==> src/rtl/fracdiv_pkg.sv <==
`timescale 1ns/1ps
package fracdiv_pkg;
  localparam int B_W  = 4;
  localparam int A_W  = 3;
  localparam int FN_W = 10;

  typedef struct packed {
    logic [B_W-1:0]  progB;
    logic [A_W-1:0]  swalA;
    logic [FN_W-1:0] fracN;
    logic            band;
    logic            tx;
    logic [1:0]      refSel;
  } ratio_t;

  // strobes from control to datapath
  typedef struct packed {
    logic load;
    logic carry;
  } dpCtl_t;

  // channel denominator by band / direction / reference
  function automatic logic [FN_W-1:0] denomLookup(input logic band, input logic tx,
                                                  input logic [1:0] refSel);
    logic [FN_W-1:0] d;
    unique case ({tx, band, refSel})
      4'b0000, 4'b0100: d = FN_W'(504);
      4'b0001, 4'b0101: d = FN_W'(576);
      4'b0010, 4'b0110: d = FN_W'(504);
      4'b0011, 4'b0111: d = FN_W'(520);
      4'b1000:          d = FN_W'(630);
      4'b1001:          d = FN_W'(720);
      4'b1010:          d = FN_W'(630);
      4'b1011:          d = FN_W'(650);
      4'b1100:          d = FN_W'(567);
      4'b1101:          d = FN_W'(648);
      4'b1110:          d = FN_W'(567);
      default:          d = FN_W'(585);
    endcase
    return d;
  endfunction
endpackage

==> src/rtl/fracdiv_ctrl.sv <==
`timescale 1ns/1ps
module fracdiv_ctrl
  import fracdiv_pkg::*;
#(
  parameter int A_MAX_LO = 3,
  parameter int A_MAX_HI = 7,
  parameter int B_MIN    = 2
) (
  input  logic            clk,
  input  logic            rstN,
  input  ratio_t          reqCfg,
  input  logic            periodEnd,
  output dpCtl_t          dpCtl,
  output logic [B_W-1:0]  ldB,
  output logic [A_W-1:0]  ldA,
  output logic            ldBand,
  output logic            cfgError,
  output logic [1:0]      rDiv
);
  localparam logic [A_W-1:0] A_LIM_LO = A_W'(A_MAX_LO);
  localparam logic [A_W-1:0] A_LIM_HI = A_W'(A_MAX_HI);
  localparam logic [B_W-1:0] B_LIM    = B_W'(B_MIN);

  ratio_t          heldCfg, useCfg;
  logic [FN_W-1:0] acc, accBase, accNext, reqFd, heldFd, useFd;
  logic [FN_W:0]   sum;
  logic [A_W-1:0]  aMax;
  logic            reqOk, carry;

  assign reqFd  = denomLookup(reqCfg.band, reqCfg.tx, reqCfg.refSel);
  assign heldFd = denomLookup(heldCfg.band, heldCfg.tx, heldCfg.refSel);
  assign aMax   = reqCfg.band ? A_LIM_HI : A_LIM_LO;

  always_comb begin
    reqOk = (reqCfg.progB >= B_LIM) && (reqCfg.swalA < reqCfg.progB) &&
            (reqCfg.swalA <= aMax) && (reqCfg.fracN < reqFd);
    useCfg  = reqOk ? reqCfg : heldCfg;
    useFd   = reqOk ? reqFd : heldFd;
    accBase = (reqOk && (reqFd != heldFd)) ? '0 : acc;
    sum     = {1'b0, accBase} + {1'b0, useCfg.fracN};
    carry   = sum >= {1'b0, useFd};
    accNext = carry ? FN_W'(sum - {1'b0, useFd}) : FN_W'(sum);
  end

  assign dpCtl.load  = periodEnd;
  assign dpCtl.carry = carry;
  assign ldB    = useCfg.progB;
  assign ldA    = useCfg.swalA;
  assign ldBand = useCfg.band;

  always_ff @(posedge clk) begin
    if (!rstN) begin
      heldCfg  <= '{progB: B_LIM, swalA: '0, fracN: '0, band: 1'b0, tx: 1'b0, refSel: 2'b00};
      acc      <= '0;
      cfgError <= 1'b0;
      rDiv     <= 2'd1;
    end else if (periodEnd) begin
      heldCfg  <= useCfg;
      acc      <= accNext;
      cfgError <= !reqOk;
      rDiv     <= useCfg.refSel[1] ? 2'd2 : 2'd1;
    end
  end
endmodule

==> src/rtl/fracdiv_dp.sv <==
`timescale 1ns/1ps
module fracdiv_dp
  import fracdiv_pkg::*;
#(
  parameter int P_LO = 4,
  parameter int P_HI = 8
) (
  input  logic           clk,
  input  logic           rstN,
  input  dpCtl_t         ctl,
  input  logic [B_W-1:0] ldB,
  input  logic [A_W-1:0] ldA,
  input  logic           ldBand,
  output logic           periodEnd,
  output logic           divPulse
);
  localparam int PRE_W = $clog2(P_HI + 2);
  localparam logic [PRE_W-1:0] MOD_LO = PRE_W'(P_LO);
  localparam logic [PRE_W-1:0] MOD_HI = PRE_W'(P_HI);

  logic [PRE_W-1:0] preCnt, ldMod, runMod;
  logic [B_W-1:0]   bRem;
  logic [A_W-1:0]   aRem;
  logic             carryQ, bandQ, primed, sweepEnd;

  assign ldMod     = ldBand ? MOD_HI : MOD_LO;
  assign runMod    = bandQ ? MOD_HI : MOD_LO;
  assign sweepEnd  = (preCnt == '0);
  assign periodEnd = sweepEnd && (bRem == '0);
  assign divPulse  = periodEnd && primed;

  always_ff @(posedge clk) begin
    if (!rstN) begin
      preCnt <= '0;
      bRem   <= '0;
      aRem   <= '0;
      carryQ <= 1'b0;
      bandQ  <= 1'b0;
      primed <= 1'b0;
    end else begin
      primed <= 1'b1;
      if (ctl.load) begin
        // first sweep swallows one cycle when A is non-zero
        preCnt <= (ldA != '0) ? ldMod : ldMod - 1'b1;
        bRem   <= ldB - 1'b1;
        aRem   <= (ldA != '0) ? ldA - 1'b1 : '0;
        carryQ <= ctl.carry;
        bandQ  <= ldBand;
      end else if (sweepEnd) begin
        bRem <= bRem - 1'b1;
        if (bRem == B_W'(1)) begin
          // last sweep carries the fractional extra cycle
          preCnt <= carryQ ? runMod : runMod - 1'b1;
        end else if (aRem != '0) begin
          preCnt <= runMod;
          aRem   <= aRem - 1'b1;
        end else begin
          preCnt <= runMod - 1'b1;
        end
      end else begin
        preCnt <= preCnt - 1'b1;
      end
    end
  end
endmodule

==> src/rtl/fracdiv_top.sv <==
`timescale 1ns/1ps
module fracdiv_top
  import fracdiv_pkg::*;
#(
  parameter int P_LO     = 4,
  parameter int P_HI     = 8,
  parameter int A_MAX_LO = 3,
  parameter int A_MAX_HI = 7,
  parameter int B_MIN    = 2
) (
  input  logic             clk,
  input  logic             rstN,
  input  logic [B_W-1:0]   progB,
  input  logic [A_W-1:0]   swalA,
  input  logic [FN_W-1:0]  fracN,
  input  logic             bandSel,
  input  logic             txSel,
  input  logic [1:0]       refSel,
  output logic             divPulse,
  output logic [1:0]       rDiv,
  output logic             cfgError
);
  ratio_t         reqCfg;
  dpCtl_t         dpCtl;
  logic [B_W-1:0] ldB;
  logic [A_W-1:0] ldA;
  logic           ldBand, periodEnd;

  assign reqCfg = '{progB: progB, swalA: swalA, fracN: fracN,
                    band: bandSel, tx: txSel, refSel: refSel};

  fracdiv_ctrl #(.A_MAX_LO(A_MAX_LO), .A_MAX_HI(A_MAX_HI), .B_MIN(B_MIN)) ctrl_i (
    .clk(clk), .rstN(rstN), .reqCfg(reqCfg), .periodEnd(periodEnd),
    .dpCtl(dpCtl), .ldB(ldB), .ldA(ldA), .ldBand(ldBand),
    .cfgError(cfgError), .rDiv(rDiv)
  );

  fracdiv_dp #(.P_LO(P_LO), .P_HI(P_HI)) dp_i (
    .clk(clk), .rstN(rstN), .ctl(dpCtl), .ldB(ldB), .ldA(ldA), .ldBand(ldBand),
    .periodEnd(periodEnd), .divPulse(divPulse)
  );
endmodule

==> config.mk <==
export PLATFORM = sky130hd
export DESIGN_NAME = fracdiv_top
export DESIGN_NICKNAME = d
export VERILOG_FILES = /design/src/rtl/fracdiv_pkg.sv /design/src/rtl/fracdiv_ctrl.sv /design/src/rtl/fracdiv_dp.sv /design/src/rtl/fracdiv_top.sv
export SDC_FILE = /design/constraint.sdc
export NUM_CORES = 1
export LEC_CHECK = 0
export BUFFER_PORTS_ARGS = -buffer_cell sky130_fd_sc_hd__clkbuf_2
export CAP_MARGIN = 20
export CORE_UTILIZATION = 43
export DETAILED_ROUTE_END_ITERATION = 7
export HOLD_SLACK_MARGIN = 0.15
export PLACE_DENSITY = 0.56
export SETUP_SLACK_MARGIN = 0.02
export SLEW_MARGIN = 0
export SYNTH_ARGS = -nofsm -noshare
export SYNTH_HDL_FRONTEND = slang
export SYNTH_HIERARCHICAL = 1
export SYNTH_SLANG_ARGS = --single-unit
export TNS_END_PERCENT = 1
==> constraint.sdc <==
create_clock -name clk -period 8 [get_ports clk]
set_input_delay 0.4 -clock clk [delete_from_list [all_inputs] [get_ports clk]]
set_output_delay 0.4 -clock clk [all_outputs]
set_load 0.02 [all_outputs]
==> PnR_summary.wiki, run 1 <==
{| class="wikitable"
! Metric !! Value
|-
| Status || finished clean
|-
| Number of cell rows || 35
|-
| Post-synth cell types || 70
|-
| Largest delay contributor family on the critical path || compound AO/OA/AOI/OAI gates
|-
| Slew @ Worst Pin || 1.06 ns
|-
| Met2 routed wirelength || 4740 um
|-
| Total design power || 1.35 mW
|-
| Total of max-cap violations || 0
|-
| Overall overflow remaining after global route || 0
|-
| Cell breakdown of the critical path || clkbuf_2 -> or2_2 -> o21ai_0 -> inv_1 -> ha_1 -> a21o_1 -> a22o_1 -> a311oi_2 -> o21a_2 -> mux2_2 -> ha_1 -> inv_1 -> fa_1 -> nor2b_1 -> o31a_1 -> or4b_2 -> nand3_1 -> ha_1 -> nand2_1 -> nor3_1 -> a21o_1 -> a31oi_1 -> a21oi_1 -> a311oi_1
|-
| Register-to-Register Path Depth || 19
|-
| Count of state elements after synthesis || 47
|-
| Starting density of the core || 0.453
|-
| Sinks on the clock net || 47
|-
| Area of all sequential standard cells || 941 um^2
|-
| Yosys top cell area share || 0.220
|-
| HP Class || in -> reg
|-
| FILL cells || 970
|-
| Post-DR vias/cell || 5.68
|-
| Master of the slowest instance on the critical path || sky130_fd_sc_hd__a31oi_1
|-
| Worst-case headroom to the max-slew limit || 0.283
|-
| End point of the worst hold path || ctrl_i/heldCfg[19]
|-
| Net Count, Synth || 606
|-
| Number of buffers created by CTS || 5
|-
| Compound-gate portion of the synthesized area || 0.240
|-
| Routed met3 length || 402 um
|-
| Top routing layer in use || met4
|-
| Initial DRC Count || 232
|-
| Clock Skews || 0.00973 ns
|-
| Initial antenna violation count || 0
|-
| Sequential-to-total area share from yosys stat || 0.220
|-
| Cell at the root of the clock tree || sky130_fd_sc_hd__clkbuf_8
|-
| Number of post-CTS setup repair buffers || 0
|-
| Flop2flop setup slack || 2.25 ns
|-
| Residual DRC || 0
|-
| Capture instance of the worst register-to-register path || ctrl_i/acc[0]
|-
| Post-DP HPWL || 8270 um
|-
| Fraction of layout instances using a drive strength above 1 || 0.126
|-
| Commonest cells post-synth || 47 x sky130_fd_sc_hd__dfxtp_1, 41 x sky130_fd_sc_hd__ha_1, 40 x sky130_fd_sc_hd__a21oi_1, 40 x sky130_fd_sc_hd__nand2_1
|-
| Synthesized-area fraction occupied by adder cells || 0.130
|-
| Final Slew Violations || 0
|-
| Xor and xnor fraction of the mapped netlist area || 0.0410
|-
| Number of buffer and inverter stages on the critical path || 3
|-
| Number of placed instances with taps included || 659
|-
| Clock tree from TritonCTS || done
|-
| Die width || 102 um
|-
| R2r startpoint || ctrl_i/heldCfg[0]
|-
| Sum of negative setup slack || 0 ns
|-
| Final instance count without filler cells || 667
|-
| RSZ-0062 raised after global routing || no
|-
| CP required || 8.22 ns
|-
| Arrival time reported for the critical path endpoint || 6.74 ns
|-
| TritonRoute pass-1 iters || 5
|-
| Launch instance of the worst min-delay path || progB[2]
|-
| Count of hold buffers inserted by post-cts repair || 0
|-
| Number of flops mapped to enable cells by yosys || 0
|-
| Main combinational cell family by area after synthesis || compound AO/OA/AOI/OAI gates
|-
| Residual antenna-violating net count after detailed routing || 0
|-
| FMAX || 153 MHz
|-
| Maximum number of pins on one net before global-route repair || 42
|-
| Number of H-tree branching levels || 2
|-
| Largest driver fanout on the critical path || 41
|-
| Power Dens Cells || 302 nW/um^2
|-
| Total Routed Length || 10800 um
|-
| Footprint of the multi-input gates || 2980 um^2
|-
| Port buffer count || 26
|-
| Number of nets in the layout || 603
|-
| Synthesized netlist cell count || 540
|-
| Vertical extent of the die || 102 um
|-
| Most frequent cell on the critical path || sky130_fd_sc_hd__ha_1
|-
| Area of the die || 10300 um^2
|-
| Post-synthesis cell area || 4270 um^2
|-
| IO Pins || 27
|-
| Slowest Stage Delay on Critical Path || 0.74 ns
|-
| Leading cell type by number of instances after synthesis || sky130_fd_sc_hd__dfxtp_1
|-
| Vias || 3789
|-
| Top flip-flop cell by instance count after synthesis || sky130_fd_sc_hd__dfxtp_1
|-
| Global Route Usage Sum || 0.222
|-
| Post-Synth Simple-Gate Area || 0.198
|-
| Insertion delay of the later-clocked pin in the worst-skew pair || 0.31 ns
|-
| Vias in the first global route || 3440
|-
| # diodes || 0
|-
| Leakage dissipation || 1.96 nW
|-
| Yosys top cell by area || sky130_fd_sc_hd__dfxtp_1
|-
| Post-synthesis area per instance || 7.90 um^2
|-
| Area growth, synth to finish || 5.16%
|-
| Clock-pin slew reported for the worst setup and hold paths after clock tree synthesis || 0.10 ns
|-
| Worst hold path depth || 3
|-
| Post-CTS Resized || 0
|-
| Post-synth ARST share || 0
|-
| Count of endpoints failing setup in the final report || 0
|-
| Type of element launching the critical path || input pin
|-
| Crit path kind || in -> reg
|-
| Ratio of final minimum period to clock period || 0.816
|-
| Met1 wire length || 5520 um
|-
| Area of the core || 9420 um^2
|-
| Worst vdd ir || 105 uV
|-
| Global-route wire length before repair || 17700 um
|-
| Final hold violation count || 0
|-
| Yosys Warn Count || 6
|-
| Critical Path End Type || register
|-
| Final routed wire length divided by cell count || 16.2 um
|-
| Dominant cells by area after synthesis || sky130_fd_sc_hd__dfxtp_1 22%, sky130_fd_sc_hd__ha_1 12%, sky130_fd_sc_hd__mux2_2 5.0%, sky130_fd_sc_hd__a21oi_1 4.7%, sky130_fd_sc_hd__o21ai_0 4.2%
|-
| Max Root-Sink Buffers || 2
|-
| Multiplexer share of the synthesized area || 0.0900
|-
| Post-layout min period || 6.53 ns
|-
| Routability congestion estimate || 0.848
|}
worst register-to-register path, delay by kind of cell, from the launching register on:
kind	cells	cell delay, ns
mux	1	0.19
buf+inv	1	0.07
compound gates	7	2.74
fa+ha+maj	3	0.75
flops	1	0.62
simple gates	7	1.30
report_power, final:
| part | total (mW) | internal (mW) | switching [mW] | leakage, nW |
|---|---|---|---|---|
| sequential | 0.338 | 0.296 | 0.0424 | 0.384 |
| clock | 0.187 | 0.0949 | 0.0923 | 0.0587 |
| combinational | 0.828 | 0.341 | 0.487 | 1.51 |
| total | 1.35 | 0.732 | 0.622 | 1.96 |
state kept, by name, summed over array words and instances (netlist names), 2 cells and up:
| register | flops |
|---|---|
| ctrl_i/heldCfg | 20 |
| ctrl_i/acc | 10 |
| dp_i/preCnt | 4 |
| dp_i/bRem | 4 |
| ctrl_i/rDiv | 2 |
| dp_i/aRem | 3 |
placed cells by master (no fill, tap or decap), drive strengths merged, types with 6 or more instances in the layout:
| cell | netlist | routed |
|---|---|---|
| o21a | 7 | 7 |
| o211ai | 7 | 7 |
| nand3 | 25 | 25 |
| dfxtp | 47 | 47 |
| nor2 | 35 | 35 |
| xnor2 | 14 | 14 |
| and2 | 7 | 7 |
| nor3 | 8 | 8 |
| inv | 36 | 37 |
| and3 | 6 | 6 |
| ha | 41 | 41 |
| xor2 | 6 | 6 |
| nor2b | 10 | 10 |
| o21ai | 36 | 36 |
| mux2i | 17 | 17 |
| a21boi | 12 | 12 |
| mux2 | 19 | 19 |
| nand2 | 41 | 41 |
| clkbuf | 18 | 31 |
| a31oi | 6 | 6 |
| a21oi | 41 | 41 |
| nand2b | 10 | 10 |
cells by family after synthesis:
| logic type | after synthesis |
|---|---|
| muxes | 36 |
| xor gates and xnor gates | 20 |
| and+or+nand+nor | 164 |
| buffers and inverters | 75 |
| adders and majority gates | 43 |
| DFF | 47 |
| AOI/OAI and AO/OA | 155 |
area by class of cell:
class | instances | area share
clock buffers | 5 | 0.0153
inverters | 36 | 0.0301
well taps | 129 | 0.0360
repair buffers | 29 | 0.0340
clock inverters | 3 | 0.0106
flip-flops and latches | 47 | 0.210
multi-input cells | 418 | 0.664
worst max-delay path by stage:
stage               cells after the start      start       endpoint
CTS                                    24  refSel[0]  ctrl_i/acc[7]
global placement                       24  refSel[0]  ctrl_i/acc[7]
finish                                 24  refSel[0]  ctrl_i/acc[0]
detailed placement                     24  refSel[0]  ctrl_i/acc[7]
floorplan                              25      txSel  ctrl_i/acc[5]
global route                           24  refSel[0]  ctrl_i/acc[0]
metal layers:
layer | GRT usage | up-vias
met5 | 0 | -
met4 | 0.0624 | 0
met3 | 0.0345 | 13
met2 | 0.341 | 71
met1 | 0.318 | 1780
li1 | - | 1925
metrics by stage:
step	setup WS (ns)	hold WS, ns	utilization	instance area, um^2
floorplan	2.43	0.428	-	4270
global placement	1.37	0.439	0.464	4370
detailed placement	1.26	0.447	0.464	4370
CTS	1.58	0.360	0.477	4490
global route	1.10	0.356	0.477	4490
finish	1.47	0.363	0.477	4490
(Power assumes the default switching activity.)
==> inputs of run 2 (changes only) <==
--- a/config.mk
+++ b/config.mk
@@ -5,12 +5,13 @@
 export SDC_FILE = /design/constraint.sdc
 export NUM_CORES = 1
 export LEC_CHECK = 0
+export ABC_AREA = 1
 export BUFFER_PORTS_ARGS = -buffer_cell sky130_fd_sc_hd__clkbuf_2
 export CAP_MARGIN = 20
 export CORE_UTILIZATION = 43
 export DETAILED_ROUTE_END_ITERATION = 7
 export HOLD_SLACK_MARGIN = 0.15
-export PLACE_DENSITY = 0.56
+export PLACE_DENSITY = 0.58
 export SETUP_SLACK_MARGIN = 0.02
 export SLEW_MARGIN = 0
 export SYNTH_ARGS = -nofsm -noshare
==> constraint.sdc (replaced) <==
create_clock -name clk -period 5.9 [get_ports clk]
set_input_delay 0.295 -clock clk [delete_from_list [all_inputs] [get_ports clk]]
set_output_delay 0.295 -clock clk [all_outputs]
set_load 0.02 [all_outputs]
==> run 2 against run 1 <==
Effect of this change: highest routed layer unchanged; sequential power up 36%; cell count increased by 31%; global-route usage grew 0.87 points; critical path type unchanged; cell area rose by 6.8%; flip-flop and latch count is the same; largest cell class unchanged; setup slack worse by 0.68 ns; clock-buffer cell count rose by 1; register-to-register slack worse by 1.2 ns.
==> PnR_summary.wiki, run 2 <==
{| class="wikitable"
! Metric !! Value
|-
| Critical Path End Type || register (unchanged)
|-
| Sum of negative setup slack || 0 ns (unchanged)
|-
| Ratio of final minimum period to clock period || 0.866
|-
| Type of element launching the critical path || input pin (unchanged)
|-
| Slowest Stage Delay on Critical Path || 0.54 ns (was 0.74 ns)
|-
| Post-synth ARST share || 0 (unchanged)
|-
| Final instance count without filler cells || 874 (was 667)
|-
| Total of max-cap violations || 0 (unchanged)
|-
| Number of buffers created by CTS || 5 (unchanged)
|-
| Largest driver fanout on the critical path || 35 (was 41)
|-
| Status || finished clean (unchanged)
|-
| Initial antenna violation count || 0 (unchanged)
|-
| # diodes || 0 (unchanged)
|-
| Crit path kind || in -> reg (unchanged)
|-
| Met3 Use GR || 0.0237 (was 0.0345)
|-
| Fraction of layout instances using a drive strength above 1 || 0.112 (was 0.126)
|-
| Most common library cell in the layout ignoring fill and taps || sky130_fd_sc_hd__nand2_1 (was sky130_fd_sc_hd__dfxtp_1)
|-
| Clock group share of total power || 0.117 (was 0.138)
|-
| CP required || 6.12 ns (was 8.22 ns)
|-
| Residual antenna-violating net count after detailed routing || 0 (unchanged)
|-
| Area of the die || 11000 um^2 (was 10300 um^2)
|-
| Final Slew Violations || 0 (unchanged)
|-
| Number of post-CTS setup repair buffers || 0 (unchanged)
|-
| Synthesized netlist cell count || 730 (was 540)
|-
| Top flip-flop cell by instance count after synthesis || sky130_fd_sc_hd__dfxtp_1 (unchanged)
|-
| Slew @ Worst Pin || 0.683 ns (was 1.06 ns)
|-
| Count of state elements after synthesis || 47 (unchanged)
|-
| Vertical extent of the die || 105 um (was 102 um)
|-
| Vias in the first global route || 4112 (was 3440)
|-
| Final setup slack of the worst path || 0.792 ns (was 1.47 ns)
|-
| Footprint of the multi-input gates || 3010 um^2 (was 2980 um^2)
|-
| Post-CTS Resized || 0 (unchanged)
|-
| Starting density of the core || 0.442 (was 0.453)
|-
| Net Count, Synth || 796 (was 606)
|-
| Clock Skews || 0.0185 ns (was 0.00973 ns)
|-
| Count of endpoints failing setup in the final report || 0 (unchanged)
|-
| Clock tree from TritonCTS || done (unchanged)
|-
| Clock-pin slew reported for the worst setup and hold paths after clock tree synthesis || 0.11 ns (was 0.10 ns)
|-
| Registers with the most flip-flops || ctrl_i/heldCfg: 20 flops, ctrl_i/acc: 10 flops (unchanged)
|-
| Number of H-tree branching levels || 2 (unchanged)
|-
| Max Root-Sink Buffers || 2 (unchanged)
|-
| Count of hold buffers inserted by post-cts repair || 0 (unchanged)
|-
| Post-layout min period || 5.11 ns
|-
| Number of cell rows || 37 (was 35)
|-
| Setup WS pre-CTS || 0.553 ns (was 1.26 ns)
|-
| Post-DR vias/cell || 5.07 (was 5.68)
|-
| Total Routed Length || 12300 um (was 10800 um)
|-
| Cell Int Power || 0.921 mW (was 0.732 mW)
|-
| Global Route Usage Sum || 0.230 (was 0.222)
|-
| Number of placed instances with taps included || 866 (was 659)
|-
| Residual DRC || 0 (unchanged)
|-
| Area growth, synth to finish || 4.99% (was 5.16%)
|-
| Post-synthesis cell area || 4570 um^2 (was 4270 um^2)
|-
| Master of the slowest instance on the critical path || sky130_fd_sc_hd__nor2_1 (was sky130_fd_sc_hd__a31oi_1)
|-
| Number of flops mapped to enable cells by yosys || 0 (unchanged)
|-
| Final routed wire length divided by cell count || 14.0 um (was 16.2 um)
|-
| RSZ-0062 raised after global routing || no (unchanged)
|-
| Sinks on the clock net || 47 (unchanged)
|-
| Final hold violation count || 0 (unchanged)
|-
| Yosys top cell area share || 0.206 (was 0.220)
|-
| Max FFs per register || 20 (unchanged)
|-
| Reg with most FFs || ctrl_i/heldCfg (unchanged)
|-
| Logic gate share of total power || 0.642 (was 0.612)
|-
| Post-synth cell types || 42 (was 70)
|-
| Post-DP HPWL || 9680 um (was 8270 um)
|-
| Initial DRC Count || 254 (was 232)
|-
| FMAX || 196 MHz
|-
| Global Route met2 Usage || 0.410 (was 0.341)
|-
| IO Pins || 27 (unchanged)
|-
| Sequential-to-total area share from yosys stat || 0.206 (was 0.220)
|-
| Commonest cells after routing, fill and taps aside || 204 x sky130_fd_sc_hd__nand2_1, 107 x sky130_fd_sc_hd__inv_1, 68 x sky130_fd_sc_hd__nand3_1 (was 47 x sky130_fd_sc_hd__dfxtp_1, 41 x sky130_fd_sc_hd__ha_1, 40 x sky130_fd_sc_hd__nand2_1, 40 x sky130_fd_sc_hd__a21oi_1)
|-
| Layer with the highest usage after global routing || met2 (unchanged)
|-
| Leakage dissipation || 2.43 nW (was 1.96 nW)
|-
| HP Class || in -> reg (unchanged)
|-
| Maximum number of pins on one net before global-route repair || 36 (was 42)
|-
| Leading cell type by number of instances after synthesis || sky130_fd_sc_hd__nand2_1 (was sky130_fd_sc_hd__dfxtp_1)
|-
| Area of the core || 10300 um^2 (was 9420 um^2)
|-
| NetSw || 0.979 mW (was 0.622 mW)
|-
| Overall overflow remaining after global route || 0 (unchanged)
|-
| Switching power share of the total || 0.515 (was 0.459)
|-
| Vias || 4435 (was 3789)
|-
| Worst-case headroom to the max-slew limit || 0.543 (was 0.283)
|-
| Global-route wire length before repair || 20200 um (was 17700 um)
|-
| Die width || 105 um (was 102 um)
|-
| Yosys top cell by area || sky130_fd_sc_hd__dfxtp_1 (unchanged)
|-
| FILL cells || 1114 (was 970)
|-
| Arrival time reported for the critical path endpoint || 5.33 ns (was 6.74 ns)
|-
| Dominant cells by area after synthesis || sky130_fd_sc_hd__dfxtp_1 21%, sky130_fd_sc_hd__nand2_1 17%, sky130_fd_sc_hd__ha_1 11%, sky130_fd_sc_hd__inv_1 8.8%, sky130_fd_sc_hd__nand3_1 7.5% (was sky130_fd_sc_hd__dfxtp_1 22%, sky130_fd_sc_hd__ha_1 12%, sky130_fd_sc_hd__mux2_2 5.0%, sky130_fd_sc_hd__a21oi_1 4.7%, sky130_fd_sc_hd__o21ai_0 4.2%)
|-
| Met1 global-route usage || 0.300 (was 0.318)
|-
| Most frequent cell on the critical path || sky130_fd_sc_hd__nand2_1 (was sky130_fd_sc_hd__ha_1)
|-
| Yosys Warn Count || 6 (unchanged)
|-
| Routability congestion estimate || 0.953 (was 0.848)
|-
| Area of all sequential standard cells || 941 um^2 (unchanged)
|-
| Number of nets in the layout || 803 (was 603)
|-
| Post-synthesis area per instance || 6.26 um^2 (was 7.90 um^2)
|-
| TritonRoute pass-1 iters || 5 (unchanged)
|-
| Cell at the root of the clock tree || sky130_fd_sc_hd__clkbuf_8 (unchanged)
|-
| Register share of total power || 0.241 (was 0.250)
|-
| Worst vdd ir || 219 uV (was 105 uV)
|-
| Power Dens Cells || 396 nW/um^2 (was 302 nW/um^2)
|-
| Insertion delay of the later-clocked pin in the worst-skew pair || 0.31 ns (about the same)
|-
| Port buffer count || 26 (unchanged)
|-
| Commonest cells post-synth || 204 x sky130_fd_sc_hd__nand2_1, 107 x sky130_fd_sc_hd__inv_1, 68 x sky130_fd_sc_hd__nand3_1 (was 47 x sky130_fd_sc_hd__dfxtp_1, 41 x sky130_fd_sc_hd__ha_1, 40 x sky130_fd_sc_hd__a21oi_1, 40 x sky130_fd_sc_hd__nand2_1)
|}
## run 2: cell types whose count changed after synthesis, moves of 19 or more
cell,change
sky130_fd_sc_hd__inv_1,+71
sky130_fd_sc_hd__mux2_2,-19
sky130_fd_sc_hd__nand2_1,+164
sky130_fd_sc_hd__nand3_1,+43
sky130_fd_sc_hd__nor2_1,+21
sky130_fd_sc_hd__o21ai_1,+26
## run 2: per-stage QoR
| stage | instance area (um^2) | total power, mW | util | hold slack (ns) |
|---|---|---|---|---|
| floorplan | 4570 | 1.43 | - | 0.323 |
| global placement | 4700 | 1.67 | 0.455 | 0.449 |
| detailed placement | 4700 | 1.68 | 0.455 | 0.455 |
| CTS | 4790 | 1.91 | 0.464 | 0.230 |
| global route | 4790 | 2.10 | 0.464 | 0.258 |
| finish | 4790 | 1.90 | 0.464 | 0.239 |
## run 2: cell families after synthesis
logic type,Yosys count,share of synthesized area
XOR/XNOR,15,0.0288
flip-flops,47,0.206
adder cells (fa/ha/maj),43,0.121
AO/OA/AOI/OAI,112,0.148
AND/OR/NAND/NOR,370,0.359
buffers and inverters,143,0.136
## run 2: worst paths after layout
| path | start | endpoint | slack [ns] | cells past startpoint |
|---|---|---|---|---|
| setup / recovery | refSel[0] | ctrl_i/acc[8] | 0.79 | 34 |
| hold / removal | progB[2] | ctrl_i/heldCfg[19] | 0.24 | 3 |
| setup reg to reg | ctrl_i/heldCfg[0] | ctrl_i/acc[8] | 1.02 | 30 |
| hold reg to reg | dp_i/bRem[1] | dp_i/bRem[1] | 0.47 | 2 |
## run 2: power by group through the flow
stage | Sequential, mW | Clock, mW | Combinational (mW)
after global routing | 0.468 | 0.243 | 1.39
final | 0.458 | 0.222 | 1.22
after detailed placement | 0.464 | 0 | 1.22
after floorplan | 0.453 | 0 | 0.979
after global placement | 0.463 | 0 | 1.20
after CTS | 0.458 | 0.228 | 1.22
## run 2: critical path, delay by kind of cell
| family | cells | cell delay, ns |
|---|---|---|
| AO/OA/AOI/OAI | 3 | 0.48 |
| buffers and inverters | 5 | 0.49 |
| adder cells (fa/ha/maj) | 4 | 1.29 |
| AND/OR/NAND/NOR | 22 | 2.78 |
## run 2: per-layer routing
metal,vias up,wire (um),part of all wire
met5,-,0,0
met4,0,155,0.013
met3,9,260,0.021
met2,70,5960,0.49
met1,2025,5880,0.48
li1,2331,-,-
## run 2: layout make-up
type / instances / area share
Multi-Input combinational cell: 540 / 0.627
Sequential cell: 47 / 0.196
Inverter: 115 / 0.0906
Tap cell: 136 / 0.0355
Timing Repair Buffer: 28 / 0.0303
Clock buffer: 6 / 0.0172
Clock inverter: 2 / 0.00339
